$ cat config.mk
export PLATFORM = sky130hd
export DESIGN_NAME = chopper_pwm
export DESIGN_NICKNAME = d
export VERILOG_FILES = /design/src/rtl/cpwm_pkg.sv /design/src/rtl/cpwm_regs.sv /design/src/rtl/cpwm_period.sv /design/src/rtl/cpwm_fault.sv /design/src/rtl/chopper_pwm.sv
export SDC_FILE = /design/constraint.sdc
export NUM_CORES = 1
export LEC_CHECK = 0
export BUFFER_PORTS_ARGS = -buffer_cell sky130_fd_sc_hd__buf_4
export CAP_MARGIN = 0
export CORE_MARGIN = 2
export CORE_UTILIZATION = 60
export CTS_BUF_LIST = sky130_fd_sc_hd__clkbuf_8
export DETAILED_ROUTE_END_ITERATION = 10
export PLACE_DENSITY = 0.79
export SYNTH_ARGS = -nofsm -noshare
export SYNTH_HDL_FRONTEND = slang
export SYNTH_HIERARCHICAL = 1
export SYNTH_SLANG_ARGS = --single-unit
$ cat constraint.sdc
create_clock -name clk -period 3.62 [get_ports clk]
set_input_delay 0.724 -clock clk [delete_from_list [all_inputs] [get_ports clk]]
set_output_delay 0.724 -clock clk [all_outputs]
set_load 0.03 [all_outputs]
$ cat src/rtl/cpwm_pkg.sv
package cpwm_pkg;
   localparam int ADDR_W = 2;
   typedef enum logic [ADDR_W-1:0] {
      REG_DUTY = 2'd0,
      REG_FLEN = 2'd1,
      REG_TRIG = 2'd2
   } cpwm_reg_e;
endpackage

$ cat src/rtl/cpwm_regs.sv
module cpwm_regs
   import cpwm_pkg::*;
#(
   parameter int PERIOD_CYC = 6250,
   parameter int FAULT_W    = 16,
   parameter int DATA_W     = 16,
   localparam int DUTY_W    = $clog2(PERIOD_CYC + 1)
) (
   input  logic              clk,
   input  logic              rst_n,
   input  logic              wr_en,
   input  logic [ADDR_W-1:0] wr_addr,
   input  logic [DATA_W-1:0] wr_data,
   output logic [DUTY_W-1:0] duty_shadow,
   output logic [FAULT_W-1:0] fault_len,
   output logic              trig_pulse
);
   cpwm_reg_e sel;
   assign sel = cpwm_reg_e'(wr_addr);

   // trigger acts in the same cycle as the write strobe
   assign trig_pulse = wr_en && (sel == REG_TRIG) && wr_data[0];

   always_ff @(posedge clk) begin
      if (!rst_n) begin
         duty_shadow <= '0;
         fault_len   <= '0;
      end else if (wr_en) begin
         case (sel)
            REG_DUTY: begin
               if (wr_data > DATA_W'(PERIOD_CYC))
                  duty_shadow <= DUTY_W'(PERIOD_CYC);
               else
                  duty_shadow <= wr_data[DUTY_W-1:0];
            end
            REG_FLEN: fault_len <= wr_data[FAULT_W-1:0];
            default: ;
         endcase
      end
   end
endmodule

$ cat src/rtl/cpwm_period.sv
module cpwm_period #(
   parameter int PERIOD_CYC = 6250,
   localparam int CNT_W     = $clog2(PERIOD_CYC),
   localparam int DUTY_W    = $clog2(PERIOD_CYC + 1)
) (
   input  logic              clk,
   input  logic              rst_n,
   input  logic [DUTY_W-1:0] duty_shadow,
   output logic [CNT_W-1:0]  cnt,
   output logic [DUTY_W-1:0] duty_act,
   output logic              phase_hi
);
   logic last;
   assign last = (cnt == CNT_W'(PERIOD_CYC - 1));

   always_ff @(posedge clk) begin
      if (!rst_n) begin
         cnt      <= '0;
         duty_act <= '0;
      end else begin
         cnt <= last ? '0 : cnt + 1'b1;
         if (last) duty_act <= duty_shadow;
      end
   end

   assign phase_hi = (DUTY_W'(cnt) < duty_act);
endmodule

$ cat src/rtl/cpwm_fault.sv
module cpwm_fault #(
   parameter int FAULT_W      = 16,
   parameter bit ENABLE_FAULT = 1'b1
) (
   input  logic               clk,
   input  logic               rst_n,
   input  logic               trig_pulse,
   input  logic [FAULT_W-1:0] fault_len,
   output logic               fault_act
);
   generate
      if (ENABLE_FAULT) begin : g_timer
         logic [FAULT_W-1:0] remain;
         always_ff @(posedge clk) begin
            if (!rst_n)
               remain <= '0;
            else if (trig_pulse)
               remain <= fault_len;
            else if (remain != '0)
               remain <= remain - 1'b1;
         end
         assign fault_act = (remain != '0);
      end else begin : g_none
         assign fault_act = 1'b0;
      end
   endgenerate
endmodule

$ cat src/rtl/chopper_pwm.sv
module chopper_pwm
   import cpwm_pkg::*;
#(
   parameter int PERIOD_CYC   = 6250,
   parameter int FAULT_W      = 16,
   parameter int DATA_W       = 16,
   parameter bit ENABLE_FAULT = 1'b1
) (
   input  logic              clk,
   input  logic              rst_n,
   input  logic              wr_en,
   input  logic [ADDR_W-1:0] wr_addr,
   input  logic [DATA_W-1:0] wr_data,
   output logic              c_hi,
   output logic              c_lo
);
   localparam int CNT_W  = $clog2(PERIOD_CYC);
   localparam int DUTY_W = $clog2(PERIOD_CYC + 1);

   if (PERIOD_CYC < 2) begin : g_bad_period
      $error("PERIOD_CYC must be at least 2");
   end
   if (DATA_W < DUTY_W || DATA_W < FAULT_W) begin : g_bad_data
      $error("DATA_W too narrow for duty or fault length");
   end
   if (FAULT_W < 1) begin : g_bad_fault
      $error("FAULT_W must be at least 1");
   end

   logic [DUTY_W-1:0]  duty_shadow;
   logic [FAULT_W-1:0] fault_len;
   logic               trig_pulse;
   logic [CNT_W-1:0]   cnt;
   logic [DUTY_W-1:0]  duty_act;
   logic               phase_hi;
   logic               fault_act;

   cpwm_regs #(.PERIOD_CYC(PERIOD_CYC), .FAULT_W(FAULT_W), .DATA_W(DATA_W)) u_regs (
      .clk(clk), .rst_n(rst_n), .wr_en(wr_en), .wr_addr(wr_addr), .wr_data(wr_data),
      .duty_shadow(duty_shadow), .fault_len(fault_len), .trig_pulse(trig_pulse)
   );

   cpwm_period #(.PERIOD_CYC(PERIOD_CYC)) u_period (
      .clk(clk), .rst_n(rst_n), .duty_shadow(duty_shadow),
      .cnt(cnt), .duty_act(duty_act), .phase_hi(phase_hi)
   );

   cpwm_fault #(.FAULT_W(FAULT_W), .ENABLE_FAULT(ENABLE_FAULT)) u_fault (
      .clk(clk), .rst_n(rst_n), .trig_pulse(trig_pulse),
      .fault_len(fault_len), .fault_act(fault_act)
   );

   assign c_hi =  phase_hi & ~fault_act;
   assign c_lo = ~phase_hi & ~fault_act;
endmodule

==> impl_metrics.yaml <==
placement:
  place_hpwl_um: 4803
  routabilityCongestion: 0.7964
  placed_area_mm2: 0.003638
  io_buffers: 22
synth:
  async_reset_ff_frac: 0
  syn_nets: 418
  synth.ff_latch_count: 71
  synth-edff-count: 0
  synth.avg_cell_area_um2: 9.047
  synth_area_leaders: "dfxtp_1 (41%), nand2_1 (6.7%), ha_1 (5.4%)"
  yosys.area.top_type: "dfxtp_1"
  yosys_warnings: 6
  yosysMostFrequentCell: "dfxtp_1"
  yosysSeqAreaShare: 0.4113
  synthFlopType: "dfxtp_1"
  synth.top_cell.area_share: 0.4113
  syn-instance-count: 382
  yosys-top-cells-count: "dfxtp_1 (71), nand2_1 (62), nor2_1 (24)"
  mappedNetlistArea_mm2: 0.003456
  synth_cell_types: 49
grt:
  grt_pass1_wl_um: 11590
  antenna_found_initial: 0
  grt_usage: 0.2324
  grt_start_max_net_pins: 56
  grt_pass1_vias: 2500
  gr-total-overflow: 0
sta:
  tns_ps: 0
  setup_viol: 0
  worst_pin_slew_ps: 1005
  finClkSkew_ps: 8.393
  final_max_slew_viol_count: 0
  min_period_over_period: 0.7868
  whs_ps: 451.2
  fmax_mhz: 351.1
  layout_min_cycle_time_ps: 2848
  rsz0062_at_grt: "no"
  finalHoldViolations: 0
  max_slew_margin: 0.3277
critical_path:
  required_ps: 2900
  crit_fanout: 7
  cp-end-kind: "output port"
  regToRegSetupSlack_ps: 1670
  reg2reg_depth: 6
  cp.arrival_ps: 2120
  startpoint_type: "register"
  r2r_end: "u_fault/g_timer.remain[9]$_SDFFE_PN0P_"
  reg2reg_from: "u_fault/g_timer.remain[0]$_SDFFE_PN0P_"
  critPathKind: "reg -> out"
pwr:
  vdd_drop_max_v: 0.0003889
  p_leak_nw: 1.468
  total_power_mw: 2.136
  power_density_mw_per_mm2: 557.8
drt:
  firstDrtPassIters: 4
  wl_um: 6781
  met3_length_um: 251
  drt_iter0_drc: 132
  vias_per_cell: 5.684
  ant_nets: 0
  met1_length_um: 3397
  drc: 0
  routedWlPerCell_um: 14.19
  via_count: 2717
  top_layer: "met4"
  wl_met2_um: 2980
cells_and_area:
  area_delta_synth_final_pct: 10.79
  finalInstanceArea_mm2: 0.003829
  drive_above_1_share: 0.1207
  antennaDiodeCount: 0
  nets: 437
  fin_util: 0.6911
clocking:
  cts-root-buf: "clkbuf_8"
  cts_tree: "done"
  worstSkewPairLatency_ps: 350
  cts_max_path_buffers: 2
  cts_resized: 0
  numCtsBuffers: 9
  cts.sinks: 71
  cts-hold-fix-buffers: 0
  clk_pin_slew_ps: 70
  htreeDepth: 3
  post-cts-setup-buffer-count: 0
die:
  ioPinCount: 23
  core_mm2: 0.005540
  initial_core_util: 0.6238
  die_area_mm2: 0.006382
  die_height_um: 79.89
  fp.dieW_um: 79.89
  num_rows: 27
min_path:
  hold_path_class: "reg -> reg"
  hold_start: "u_regs/fault_len[3]$_SDFFE_PN0P_"
  hold_depth: 2
  hold_end: "u_fault/g_timer.remain[3]$_SDFFE_PN0P_"
run_status:
  run_status: "finished, final reports clean"
job:
  maxCapViolations: 0
## report_power, final
part           total, mW  internal, mW  switching [mW]
clock network      0.617         0.328           0.289
registers          0.957         0.860          0.0963
logic              0.562         0.250           0.312
total               2.14          1.44           0.697
## layout make-up
type / instances / area, um^2
Clock buffer: 10 / 137.6
Clock inverter: 6 / 52.55
Fill cell: 456 / 1712
Inverter: 18 / 67.56
Multi-Input combinational cell: 278 / 1887
Sequential cell: 71 / 1421
Tap cell: 72 / 90.09
Timing Repair Buffer: 23 / 172.7
## sequential cells by signal, summed over array words and instances (netlist names)
signal / cells
u_regs/fault_len: 16
u_period/cnt: 13
u_regs/duty_shadow: 13
u_period/duty_act: 13
u_fault/g_timer.remain: 16
## worst max-delay path: stages (launching register included)
cell	delay, ps
dfxtp_1	460
ha_1	290
a21o_1	160
a31oi_1	120
o21ai_0	120
a21oi_1	270
nor2b_4	190
buf_4	160
## routing by layer
metal  track usage  vias up
met4        0.1102        0
met2        0.3392       47
met3       0.04751       14
met5             0        -
li1              -     1365
met1        0.3265     1291
## worst max-delay path by stage
stage                     slack (ps)  depth (start not counted)   end                       start
after floorplan                 1430                          6  c_lo  u_period/cnt[8]$_SDFF_PP0_
after global placement          1210                          7  c_hi  u_period/cnt[2]$_SDFF_PP0_
after detailed placement        1150                          7  c_hi  u_period/cnt[2]$_SDFF_PP0_
after CTS                        760                          7  c_hi  u_period/cnt[2]$_SDFF_PP0_
after global routing             690                          7  c_hi  u_period/cnt[2]$_SDFF_PP0_
final                            770                          7  c_hi  u_period/cnt[2]$_SDFF_PP0_
## placed cells by master (no fill, tap or decap), types with 4 or more instances in the layout
master	count
a21boi_0	15
a21oi_1	6
a32oi_1	4
buf_4	23
clkbuf_8	10
dfxtp_1	71
ha_1	15
inv_1	20
mux2i_1	13
nand2_1	62
nand3_1	14
nand3b_1	5
nand4_1	8
nor2_1	24
nor2b_1	18
nor3_1	6
o21ai_0	15
o221a_1	6
xnor2_1	11
xor2_1	14
## kinds of logic (layout without fill, tap and decap cells)
kind of cell / count (synthesis) / after routing / share of synthesized area
AND/OR/NAND/NOR: 164 / 164 / 0.2625
flip-flops: 71 / 71 / 0.4113
AO/OA/AOI/OAI: 61 / 61 / 0.1282
buffers and inverters: 33 / 57 / 0.04272
XOR/XNOR: 25 / 25 / 0.06336
adder cells (fa/ha/maj): 15 / 15 / 0.05431
multiplexers: 13 / 13 / 0.03765
## through the flow
step	cells	setup WS (ps)
after floorplan	382	1431
after detailed placement	462	1148
after CTS	478	758.8
final	478	771.6
after global routing	478	693.4
after global placement	462	1210
No activity file was read; power rests on OpenSTA's default activity.
